--- config.mk ---
export PLATFORM = sky130hd
export DESIGN_NAME = i2c_mode_ctrl
export DESIGN_NICKNAME = d
export VERILOG_FILES = /design/src/rtl/i2c_mode_pkg.sv /design/src/rtl/i2c_mode_seq.sv /design/src/rtl/i2c_mode_regs.sv /design/src/rtl/i2c_rate_decode.sv /design/src/rtl/i2c_mode_ctrl.sv
export SDC_FILE = /design/constraint.sdc
export NUM_CORES = 1
export LEC_CHECK = 0
export ABC_CLOCK_PERIOD_IN_PS = 2000
export BUFFER_PORTS_ARGS = -buffer_cell sky130_fd_sc_hd__buf_4
export CAP_MARGIN = 20
export CORE_ASPECT_RATIO = 1.4
export CORE_UTILIZATION = 44
export DETAILED_ROUTE_END_ITERATION = 7
export HOLD_SLACK_MARGIN = 0.06
export PLACE_DENSITY_LB_ADDON = 0.2
export SKIP_CTS_REPAIR_TIMING = 1
export SLEW_MARGIN = 20
export SYNTH_ARGS = -nofsm -noshare
export SYNTH_HDL_FRONTEND = slang
export SYNTH_SLANG_ARGS = --single-unit
--- constraint.sdc ---
create_clock -name clk -period 2 [get_ports clk]
set_input_delay 0.1 -clock clk [delete_from_list [all_inputs] [get_ports clk]]
set_output_delay 0.1 -clock clk [all_outputs]
set_load 0.02 [all_outputs]
--- src/rtl/i2c_mode_pkg.sv ---
package i2c_mode_pkg;
  localparam int RATE_W  = 4;
  localparam int DIV_W   = 9;
  localparam int SETUP_W = 5;
  localparam int CTL_W   = 4 + RATE_W;

  typedef struct packed {
    logic              en;
    logic              rxhold;
    logic              mst;
    logic              trs;
    logic [RATE_W-1:0] rate;
  } ctl_t;

  // Low bank divisor; the high bank doubles it.
  function automatic logic [DIV_W-1:0] div_of(input logic [RATE_W-1:0] r);
    logic [DIV_W-1:0] base;
    case (r[2:0])
      3'd0:    base = DIV_W'(28);
      3'd1:    base = DIV_W'(40);
      3'd2:    base = DIV_W'(48);
      3'd3:    base = DIV_W'(64);
      3'd4:    base = DIV_W'(80);
      3'd5:    base = DIV_W'(100);
      3'd6:    base = DIV_W'(112);
      default: base = DIV_W'(128);
    endcase
    return r[RATE_W-1] ? (base << 1) : base;
  endfunction

  function automatic logic [SETUP_W-1:0] setup_of(input logic [RATE_W-1:0] r);
    return r[RATE_W-1] ? SETUP_W'(20) : SETUP_W'(10);
  endfunction
endpackage

--- src/rtl/i2c_mode_seq.sv ---
module i2c_mode_seq
  import i2c_mode_pkg::*;
(
  input  ctl_t cur,
  input  logic fmt_sync,
  input  logic ev_arb_lost,
  input  logic ev_addr_rd,
  input  logic ev_overrun,
  output logic arb_hit,
  output logic adr_hit,
  output logic ovr_hit,
  output logic hw_hit,
  output logic hw_mst,
  output logic hw_trs
);
  // Qualify each event against the mode held now.
  assign arb_hit = ev_arb_lost && cur.en && cur.mst && !fmt_sync;
  assign ovr_hit = ev_overrun && cur.en && cur.mst && !cur.trs && fmt_sync;
  assign adr_hit = ev_addr_rd && cur.en && !cur.mst && !cur.trs;
  assign hw_hit  = arb_hit || ovr_hit || adr_hit;

  always_comb begin
    hw_mst = cur.mst;
    hw_trs = cur.trs;
    if (arb_hit) begin
      hw_mst = 1'b0;
      hw_trs = 1'b0;
    end else if (ovr_hit) begin
      hw_mst = 1'b0;
    end else if (adr_hit) begin
      hw_trs = 1'b1;
    end
  end
endmodule

--- src/rtl/i2c_mode_regs.sv ---
module i2c_mode_regs
  import i2c_mode_pkg::*;
(
  input  logic             clk,
  input  logic             rst_n,
  input  logic             wr_en,
  input  logic [CTL_W-1:0] wr_data,
  input  logic             hw_hit,
  input  logic             hw_mst,
  input  logic             hw_trs,
  input  logic             rx_read,
  output ctl_t             ctl_q,
  output ctl_t             ctl_d,
  output logic             inh_set,
  output logic             inh_clr,
  output logic             rx_inhibit
);
  ctl_t wr_word;
  assign wr_word = ctl_t'(wr_data);

  always_comb begin
    ctl_d = wr_en ? wr_word : ctl_q;
    if (hw_hit) begin
      ctl_d.mst = hw_mst;
      ctl_d.trs = hw_trs;
    end
  end

  assign inh_clr = wr_en && !(wr_word.en && wr_word.rxhold);
  assign inh_set = rx_read && ctl_q.en && ctl_q.rxhold && !ctl_q.trs;

  always_ff @(posedge clk or negedge rst_n) begin
    if (!rst_n) begin
      ctl_q      <= '0;
      rx_inhibit <= 1'b0;
    end else begin
      ctl_q <= ctl_d;
      if (inh_clr)      rx_inhibit <= 1'b0;
      else if (inh_set) rx_inhibit <= 1'b1;
    end
  end
endmodule

--- src/rtl/i2c_rate_decode.sv ---
module i2c_rate_decode
  import i2c_mode_pkg::*;
(
  input  logic               clk,
  input  logic               rst_n,
  input  logic [RATE_W-1:0]  rate_d,
  output logic [DIV_W-1:0]   scl_div,
  output logic [SETUP_W-1:0] setup_cnt
);
  // Fed from next-state rate so outputs align with the stored code.
  always_ff @(posedge clk or negedge rst_n) begin
    if (!rst_n) begin
      scl_div   <= div_of('0);
      setup_cnt <= setup_of('0);
    end else begin
      scl_div   <= div_of(rate_d);
      setup_cnt <= setup_of(rate_d);
    end
  end
endmodule

--- src/rtl/i2c_mode_ctrl.sv ---
module i2c_mode_ctrl
  import i2c_mode_pkg::*;
(
  input  logic               clk,
  input  logic               rst_n,
  input  logic               wr_en,
  input  logic [CTL_W-1:0]   wr_data,
  output logic [CTL_W-1:0]   rd_data,
  input  logic               fmt_sync,
  input  logic               ev_arb_lost,
  input  logic               ev_addr_rd,
  input  logic               ev_overrun,
  input  logic               rx_read,
  output logic [1:0]         mode,
  output logic               bus_drive,
  output logic               rx_inhibit,
  output logic [DIV_W-1:0]   scl_div,
  output logic [SETUP_W-1:0] setup_cnt
);
  ctl_t ctl_q, ctl_d;
  logic arb_hit, adr_hit, ovr_hit, hw_hit, hw_mst, hw_trs;
  logic inh_set, inh_clr;

  i2c_mode_seq u_seq (
    .cur(ctl_q), .fmt_sync(fmt_sync),
    .ev_arb_lost(ev_arb_lost), .ev_addr_rd(ev_addr_rd), .ev_overrun(ev_overrun),
    .arb_hit(arb_hit), .adr_hit(adr_hit), .ovr_hit(ovr_hit),
    .hw_hit(hw_hit), .hw_mst(hw_mst), .hw_trs(hw_trs)
  );

  i2c_mode_regs u_regs (
    .clk(clk), .rst_n(rst_n), .wr_en(wr_en), .wr_data(wr_data),
    .hw_hit(hw_hit), .hw_mst(hw_mst), .hw_trs(hw_trs), .rx_read(rx_read),
    .ctl_q(ctl_q), .ctl_d(ctl_d), .inh_set(inh_set), .inh_clr(inh_clr),
    .rx_inhibit(rx_inhibit)
  );

  i2c_rate_decode u_rate (
    .clk(clk), .rst_n(rst_n), .rate_d(ctl_d.rate),
    .scl_div(scl_div), .setup_cnt(setup_cnt)
  );

  assign rd_data   = ctl_q;
  assign mode      = {ctl_q.mst, ctl_q.trs};
  assign bus_drive = ctl_q.en;
endmodule

# Word-level counts from Yosys, hierarchy flattened
# Index checks and enable logic that the tools add are counted.
word_totals:
  regBits: 23
  latch_bits: 0
  ram_bits: 0
  rom_bits: 0
  word_cells: 55
  n_memories: 0
op_classes:
  add_sub_neg: 0
  mul: 0
  n_div: 0
  order_cmp: 0
  eq_ne: 9
  n_shift: 0
  muxes: 12
  n_bitwise: 0
  n_reduce_logical: 26
ops:
  columns: ["op", "n"]
  rows:
  - ["$pmux W8 S7", 1]
  - ["$logic_and A1 B1 Y1", 15]
  - ["$eq A3 B3 Y1 const B", 3]
  - ["$mux W9", 1]
  - ["$mux W1", 7]
  - ["$eq A3 B2 Y1 const B", 2]
  - ["$mux W6", 1]
  - ["$ne A3 B1 Y1 const B", 2]
  - ["$mux W5", 1]
  - ["$logic_not A1 Y1", 4]
  - ["$reduce_bool A2 Y1", 2]
  - ["$eq A3 B1 Y1 const B", 1]
  - ["$logic_not A3 Y1", 1]
  - ["$ne A3 B2 Y1 const B", 1]
  - ["$reduce_and A3 Y1", 1]
  - ["$logic_or A1 B1 Y1", 2]
  - ["$mux W2", 1]
  - ["$reduce_and A2 Y1", 1]

# Depth between registers and ports, before layout
# Gate-level depths: netlist (run 1).
logic_depth:
  depth_word: 8
  mapped_depth: 7
  ltp_nobuf: 6

# Modules after synthesis
# From an unflattened synthesis (run 1), not the netlist that was laid out.
hier_totals:
  cells_unflattened: 85
  hier_area_um2: 959.7
by_module_without_submodules:
  columns: ["mod", "instances", "cells_each", "area_per_inst_um2", "seq_area_each_um2"]
  rows:
  - ["i2c_rate_decode", 1, 44, 470.5, 230.2]
  - ["i2c_mode_regs", 1, 25, 380.4, 225.2]
  - ["i2c_mode_seq", 1, 13, 86.3, 0.0]
  - ["i2c_mode_ctrl", 1, 3, 22.5, 0.0]

# Worst setup path after synthesis (run 1)
# Ideal clock, no wire load.
synth_timing:
  path_kind: "register to register"
  from: "register, netlist name u_regs.ctl_q[0]"
  to: "register u_rate.scl_div[7]"
  setup_ns: 0.128
  arrival_time_ns: 1.610
  t_required_ns: 1.872
  slack_ns: 0.261
  path_stages_with_launch: 6
  period_less_slack_ns: 1.739
  path_cell_list: "dfrtp_1 mux2_2 ha_1 or3_1 mux2i_1 mux2i_1"
synth_lines:
  columns: ["item", "line_no", "text"]
  rows:
  - ["end signal: assignment", "i2c_rate_decode.sv:13", "scl_div <= div_of('0);"]
  - ["end signal: assignment", "i2c_rate_decode.sv:16", "scl_div <= div_of(rate_d);"]
  - ["end: declaration", "i2c_rate_decode.sv:7", "output logic [DIV_W-1:0] scl_div,"]

==> results of run 1 <==
-- worst max-delay path: stages (launching register included) --
cell	delay, ns
dfrtp_1	0.39
mux2_2	0.31
ha_1	0.25
or3_1	0.40
mux2i_1	0.18
o21ai_0	0.11
-- power breakdown --
| part | internal [mW] | total, mW | switching [mW] |
|---|---|---|---|
| sequential | 0.396 | 0.426 | 0.0295 |
| combinational | 0.148 | 0.324 | 0.176 |
| clock | 0.0744 | 0.181 | 0.107 |
-- synthesized netlist by cell type, drive strengths merged --
library cell  instances
nor2                  1
dfrtp                13
buf                  10
xnor2                 1
a21oi                 5
nand3                 1
o21ai                 4
nand2b                2
or3                   1
inv                   6
o211ai                1
conb                  1
nand3b                1
nand4bb               1
ha                    4
mux2i                 6
a21o                  1
dfstp                 4
nand2                 6
a41oi                 1
mux2                  3
-- state kept, by name, summed over array words and instances (netlist names) --
name               flops
u_rate.scl_div         7
u_regs.ctl_q           7
u_rate.setup_cnt       2
u_regs.rx_inhibit      1
-- routing by layer --
layer / part of all wire / wire length (um)
met5: 0 / 0
met4: 0.020 / 33
met1: 0.36 / 593
met2: 0.56 / 917
met3: 0.050 / 82
-- how the worst max path moves through the flow --
| stage | start | endpoint | slack [ns] |
|---|---|---|---|
| after detailed placement | wr_en | u_rate.scl_div[6] | 0.23 |
| after global routing | u_regs.ctl_q[1] | u_rate.scl_div[6] | 0.10 |
| after floorplan | u_regs.ctl_q[0] | u_rate.scl_div[7] | 0.26 |
| final | u_regs.ctl_q[0] | u_rate.scl_div[6] | 0.24 |
| after global placement | wr_en | u_rate.scl_div[7] | 0.28 |
| after CTS | u_regs.ctl_q[0] | u_rate.scl_div[6] | 0.23 |
-- logic make-up (layout without fill, tap and decap cells) --
kind of cell / count (synthesis) / in the layout / share of synthesized area
compound gates: 12 / 12 / 0.0806
xor+xnor: 1 / 1 / 0.0103
fa+ha+maj: 4 / 4 / 0.0587
buf+inv: 16 / 52 / 0.122
flops: 17 / 17 / 0.504
mux: 9 / 9 / 0.139
other cells: 1 / 3 / 0.00439
simple gates: 13 / 13 / 0.0806
-- layout make-up --
class	instances	share of cell area
clock inverters	1	0.00432
flip-flops and latches	17	0.371
repair buffers	42	0.280
inverters	6	0.0216
well taps	20	0.0216
multi-input cells	42	0.282
clock buffers	3	0.0194
-- metrics by stage --
stage	setup slack (ns)	utilization	hold slack [ns]
6_report	0.243	0.644	0.0796
5_1_grt	0.105	0.644	0.0889
4_1_cts	0.233	0.622	-0.348
3_5_place_dp	0.233	0.606	-0.0259
3_3_place_gp	0.281	0.606	-0.0292
2_1_floorplan	0.261	-	-0.196
==> impl_metrics.prom, run 1 <==
# TYPE chip_impl_metric gauge
chip_impl_metric{name="syn_inst",unit=""} 73
chip_impl_info{name="synth.largest_area_cell",value="dfrtp_1"} 1
chip_impl_metric{name="htree_levels",unit=""} 1
chip_impl_metric{name="grt_first_pass_wirelength",unit="mm"} 2.37
chip_impl_metric{name="grt_use_total",unit=""} 0.170
chip_impl_metric{name="report.final.slew_viol_count",unit=""} 0
chip_impl_metric{name="worst_ep_arrival_time",unit="ns"} 1.93
chip_impl_metric{name="finalSetupTns",unit="ns"} 0
chip_impl_metric{name="clkLatencyLatePin",unit="ns"} 0.29
chip_impl_metric{name="port_buffers",unit=""} 38
chip_impl_metric{name="vias_per_cell",unit=""} 4.82
chip_impl_metric{name="largest_net_degree_at_the_start_of_global_routing",unit=""} 18
chip_impl_metric{name="clkTransAtPathRegs",unit="ns"} 0.10
chip_impl_metric{name="max_cap_violations",unit=""} 0
chip_impl_info{name="clock_tree_from_tritoncts",value="built"} 1
chip_impl_metric{name="globalRouteMet1Util",unit=""} 0.168
chip_impl_info{name="worstSetupStartpointType",value="register"} 1
chip_impl_metric{name="setup_violators_final",unit=""} 0
chip_impl_info{name="gr-max-usage-layer",value="met2"} 1
chip_impl_info{name="run_status",value="finished clean"} 1
chip_impl_metric{name="multiInputGateArea",unit="um^2"} 327
chip_impl_info{name="worst-setup-path-type",value="register to register"} 1
chip_impl_metric{name="fin_total_pwr",unit="mW"} 0.931
chip_impl_metric{name="mappedNetlistArea",unit="um^2"} 853
chip_impl_metric{name="max_freq",unit="GHz"} 0.569
chip_impl_metric{name="stdcell_area",unit="um^2"} 1160
chip_impl_metric{name="dpl_cell_area",unit="um^2"} 1090
chip_impl_metric{name="period_share",unit=""} 0.879
chip_impl_metric{name="met2_usage",unit=""} 0.317
chip_impl_metric{name="n_antenna_cell",unit=""} 0
chip_impl_metric{name="antenna_violations_before_repair",unit=""} 0
chip_impl_metric{name="n_fill_cell",unit=""} 162
chip_impl_metric{name="ant_nets",unit=""} 0
chip_impl_metric{name="gr-total-overflow",unit=""} 0
chip_impl_metric{name="max-clock-path-buffers",unit=""} 2
chip_impl_metric{name="synth_seq_cells",unit=""} 17
chip_impl_metric{name="floorplan.die.width",unit="um"} 39.2
chip_impl_info{name="rsz_0062_raised_after_global_routing",value="false"} 1
chip_impl_info{name="endpoint_kind",value="register"} 1
chip_impl_metric{name="leakage",unit="nW"} 0.581
chip_impl_metric{name="first_global_vias",unit=""} 588
chip_impl_metric{name="core_region_area",unit="um^2"} 1800
chip_impl_metric{name="chip_height",unit="um"} 54.1
chip_impl_info{name="hold-path-endpoint",value="u_regs.ctl_q[5]"} 1
chip_impl_info{name="ys_top_cells_by_area",value="dfrtp_1, dfstp_2, buf_4, ha_1, mux2i_4"} 1
chip_impl_metric{name="drt-wirelength-per-cell",unit="um"} 12.4
chip_impl_metric{name="setup.reg_to_reg.worst_slack",unit="ns"} 0.24
chip_impl_metric{name="dp.cells",unit=""} 123
chip_impl_metric{name="num-nets-final",unit=""} 132
chip_impl_metric{name="crit_required",unit="ns"} 2.17
chip_impl_metric{name="ff2ff_path_depth",unit=""} 5
chip_impl_metric{name="syn2layout_area_growth",unit="%"} 35.9
chip_impl_info{name="crit-reg2reg-launch",value="u_regs.ctl_q[0]"} 1
chip_impl_metric{name="vdd.ir_drop.worst",unit="V"} 0.000520
chip_impl_metric{name="first_iter_violations",unit=""} 6
chip_impl_metric{name="pwr_density_cell",unit="nW/um^2"} 803
chip_impl_info{name="hold_path.startpoint",value="wr_data[5]"} 1
chip_impl_metric{name="post_route_cells_drive_above_1_share",unit=""} 0.477
chip_impl_metric{name="vias",unit=""} 632
chip_impl_info{name="cts_root_buf",value="clkbuf_4"} 1
chip_impl_metric{name="period_minus_slack",unit="ns"} 1.76
chip_impl_metric{name="core.rowCount",unit=""} 18
chip_impl_metric{name="proportion_of_netlist_area_held_by_the_largest_area_contributor",unit=""} 0.381
chip_impl_metric{name="initial_utilization",unit=""} 0.474
chip_impl_metric{name="final.setup_skew",unit="ns"} 0.00246
chip_impl_info{name="layout.cells.most_common",value="buf_4"} 1
chip_impl_metric{name="floorplan.die_area",unit="um^2"} 2120
chip_impl_metric{name="hold_depth",unit=""} 3
chip_impl_info{name="r2r-end",value="u_rate.scl_div[6]"} 1
chip_impl_metric{name="numCtsBuffers",unit=""} 3
chip_impl_metric{name="gr-usage-met3",unit=""} 0.0248
chip_impl_metric{name="worst-path-max-fanout",unit=""} 6
chip_impl_metric{name="synth.yosys.seq_area_share",unit=""} 0.504
chip_impl_metric{name="ff_latch_area",unit="um^2"} 430
chip_impl_info{name="layout.cells.most_common_list",value="buf_4, dfrtp_1, nand2_1"} 1
chip_impl_info{name="hold_path_class",value="input port to register"} 1
chip_impl_metric{name="ys_warns",unit=""} 0
chip_impl_metric{name="ioPinCount",unit=""} 42
chip_impl_metric{name="drt_drc_violations_left",unit=""} 0
chip_impl_metric{name="yosysUniqueCellTypes",unit=""} 26
chip_impl_metric{name="clock_sink_count",unit=""} 17
chip_impl_metric{name="dp.final_hpwl",unit="mm"} 1.29
chip_impl_metric{name="globalplace.congestion",unit=""} 0.649
chip_impl_metric{name="hold_viol",unit=""} 0
chip_impl_metric{name="drt_pass1_iterations",unit=""} 3
chip_impl_metric{name="finalNonFillerCells",unit=""} 131
chip_impl_metric{name="post_synth.cell_area_avg",unit="um^2"} 11.7
chip_impl_metric{name="totalWireLength",unit="mm"} 1.63
Power figures use the tool's default switching activity.
==> run 2: changes to the inputs <==
--- a/config.mk
+++ b/config.mk
@@ -9,10 +9,12 @@
 export BUFFER_PORTS_ARGS = -buffer_cell sky130_fd_sc_hd__buf_4
 export CAP_MARGIN = 20
 export CORE_ASPECT_RATIO = 1.4
-export CORE_UTILIZATION = 44
+export CORE_UTILIZATION = 46
+export CTS_BUF_LIST = sky130_fd_sc_hd__clkbuf_4 sky130_fd_sc_hd__clkbuf_8
 export DETAILED_ROUTE_END_ITERATION = 7
 export HOLD_SLACK_MARGIN = 0.06
 export PLACE_DENSITY_LB_ADDON = 0.2
+export SETUP_SLACK_MARGIN = 0.4
 export SKIP_CTS_REPAIR_TIMING = 1
 export SLEW_MARGIN = 20
 export SYNTH_ARGS = -nofsm -noshare
==> run 2 against run 1 <==
Count of clock-buffer cells in the layout up 1. Design area up 6.4%. Worst hold slack better by 0.0076 ns. Global-route usage up 1.9 points. Sequential power about the same. Routed wire length up 5.8%. Register-to-register slack better by 0.099 ns. Utilization up 5.9 points. Flip-flop and latch count unchanged. Combinational power up 10%. Maximum frequency up 6.0%. Final cell count up 2.3%. Critical path type unchanged. Highest routed layer unchanged.
==> impl_metrics.prom, run 2 (same netlist as run 1, synthesis figures left out) <==
# TYPE chip_impl_metric gauge
chip_impl_metric{name="grt_use_total",unit=""} 0.189
chip_impl_metric{name="leakage",unit="nW"} 0.598
chip_impl_metric{name="antenna_violations_before_repair",unit=""} 0
chip_impl_info{name="endpoint_kind",value="register"} 1
chip_impl_metric{name="vias",unit=""} 661
chip_impl_metric{name="vdd.ir_drop.worst",unit="V"} 0.000521
chip_impl_metric{name="dp.final_hpwl",unit="mm"} 1.30
chip_impl_metric{name="first_iter_violations",unit=""} 9
chip_impl_metric{name="ioPinCount",unit=""} 42
chip_impl_metric{name="max_freq",unit="GHz"} 0.603
chip_impl_metric{name="num-nets-final",unit=""} 135
chip_impl_info{name="run_status",value="finished clean"} 1
chip_impl_info{name="rsz_0062_raised_after_global_routing",value="true"} 1
chip_impl_metric{name="pwr_density_cell",unit="nW/um^2"} 789
chip_impl_info{name="layout_top_registers",value="u_rate.scl_div x7, u_regs.ctl_q x7, u_rate.setup_cnt x2"} 1
chip_impl_info{name="worst-setup-path-type",value="register to register"} 1
chip_impl_info{name="hold_path_class",value="input port to register"} 1
chip_impl_metric{name="core.rowCount",unit=""} 18
chip_impl_metric{name="period_minus_slack",unit="ns"} 1.66
chip_impl_metric{name="floorplan.die_area",unit="um^2"} 2030
chip_impl_metric{name="dpl_cell_area",unit="um^2"} 1120
chip_impl_metric{name="post_route_cells_drive_above_1_share",unit=""} 0.553
chip_impl_metric{name="finalNonFillerCells",unit=""} 134
chip_impl_metric{name="totalWireLength",unit="mm"} 1.72
chip_impl_metric{name="chip_height",unit="um"} 53.0
chip_impl_metric{name="worst-path-max-fanout",unit=""} 6
chip_impl_metric{name="n_antenna_cell",unit=""} 0
chip_impl_metric{name="hold_viol",unit=""} 0
chip_impl_metric{name="report.final.slew_viol_count",unit=""} 0
chip_impl_metric{name="core_region_area",unit="um^2"} 1760
chip_impl_metric{name="htree_levels",unit=""} 1
chip_impl_metric{name="globalplace.congestion",unit=""} 0.686
chip_impl_metric{name="numCtsBuffers",unit=""} 3
chip_impl_metric{name="max_cap_violations",unit=""} 0
chip_impl_metric{name="setup_violators_final",unit=""} 0
chip_impl_metric{name="finalSetupTns",unit="ns"} 0
chip_impl_metric{name="crit_required",unit="ns"} 2.21
chip_impl_info{name="layout.cells.most_common_list",value="buf_4, dfrtp_1, nand2_1"} 1
chip_impl_metric{name="vias_per_cell",unit=""} 4.93
chip_impl_metric{name="port_buffers",unit=""} 38
chip_impl_info{name="cts_root_buf",value="clkbuf_4"} 1
chip_impl_metric{name="max-clock-path-buffers",unit=""} 2
chip_impl_metric{name="largest_net_degree_at_the_start_of_global_routing",unit=""} 18
chip_impl_info{name="clock_tree_from_tritoncts",value="built"} 1
chip_impl_info{name="layout.cells.most_common",value="buf_4"} 1
chip_impl_metric{name="drt_drc_violations_left",unit=""} 0
chip_impl_metric{name="grt_first_pass_wirelength",unit="mm"} 2.60
chip_impl_metric{name="final.setup_skew",unit="ns"} 0.00356
chip_impl_metric{name="worst_ep_arrival_time",unit="ns"} 1.87
chip_impl_metric{name="finish.utilization",unit=""} 0.702
chip_impl_metric{name="dp.cells",unit=""} 123
chip_impl_metric{name="clock_sink_count",unit=""} 17
chip_impl_metric{name="stdcell_area",unit="um^2"} 1230
chip_impl_metric{name="period_share",unit=""} 0.829
chip_impl_metric{name="ant_nets",unit=""} 0
chip_impl_metric{name="clkLatencyLatePin",unit="ns"} 0.28
chip_impl_metric{name="clkTransAtPathRegs",unit="ns"} 0.09
chip_impl_metric{name="syn2layout_area_growth",unit="%"} 44.6
chip_impl_metric{name="drt-wirelength-per-cell",unit="um"} 12.9
chip_impl_metric{name="gr-total-overflow",unit=""} 0
chip_impl_metric{name="drt_pass1_iterations",unit=""} 4
chip_impl_metric{name="initial_utilization",unit=""} 0.486
chip_impl_metric{name="first_global_vias",unit=""} 630
chip_impl_metric{name="floorplan.die.width",unit="um"} 38.4
chip_impl_info{name="worstSetupStartpointType",value="register"} 1
run 2: changes by cell type in the layout (fill, tap and decap cells not counted), sizes merged:
| cell | previous run | this run |
|---|---|---|
| buf | 38 | 41 |
| clkbuf | 3 | 4 |
| clkinv | 1 | 0 |
run 2: stage by stage:
step | total power, mW | setup WS, ns | hold slack [ns]
final | 0.974 | 0.342 | 0.0872
after global routing | 1.03 | 0.273 | 0.0788
after CTS | 0.955 | 0.266 | -0.342
after detailed placement | 0.765 | 0.273 | -0.0266
after global placement | 0.757 | 0.364 | -0.0293
after floorplan | 0.641 | 0.370 | -0.196
run 2: layer usage:
metal / GRT usage / routed length [um]
met5: 0 / 0
met4: 0.103 / 37
met3: 0.0378 / 84
met2: 0.336 / 934
met1: 0.201 / 665
run 2: worst paths after layout:
path	startpoint	to	slack (ns)	cells past startpoint
max	u_regs.ctl_q[0]	u_rate.scl_div[7]	0.34	5
min	wr_data[5]	u_regs.ctl_q[5]	0.09	3
max reg2reg	u_regs.ctl_q[0]	u_rate.scl_div[7]	0.34	5
min reg2reg	u_regs.rx_inhibit	u_regs.rx_inhibit	0.55	2
max in group asynchronous	rst_n	u_rate.setup_cnt[3]	1.54	2
min in group asynchronous	rst_n	u_regs.rx_inhibit	0.20	2
run 2: final cells by class:
class / count / area, um^2
timing repair buffer: 45 / 348
multi-input combinational: 42 / 373
clock buffer: 4 / 30.0
sequential: 17 / 433
fill: 142 / 523
inverter: 6 / 25.0
tap: 20 / 25.0
run 2: worst max-delay path, stage by stage, from the launching register on:
cell and delay, ns:
dfrtp_2 0.41, mux2_4 0.32, ha_4 0.18, or3_4 0.38, a21o_1 0.18, mux2i_1 0.11
run 2: report_power, final:
part	internal [mW]	leakage (nW)	total (mW)	switching [mW]
clock network	0.0911	0.0184	0.191	0.0997
registers	0.397	0.197	0.426	0.0292
logic	0.170	0.382	0.357	0.188
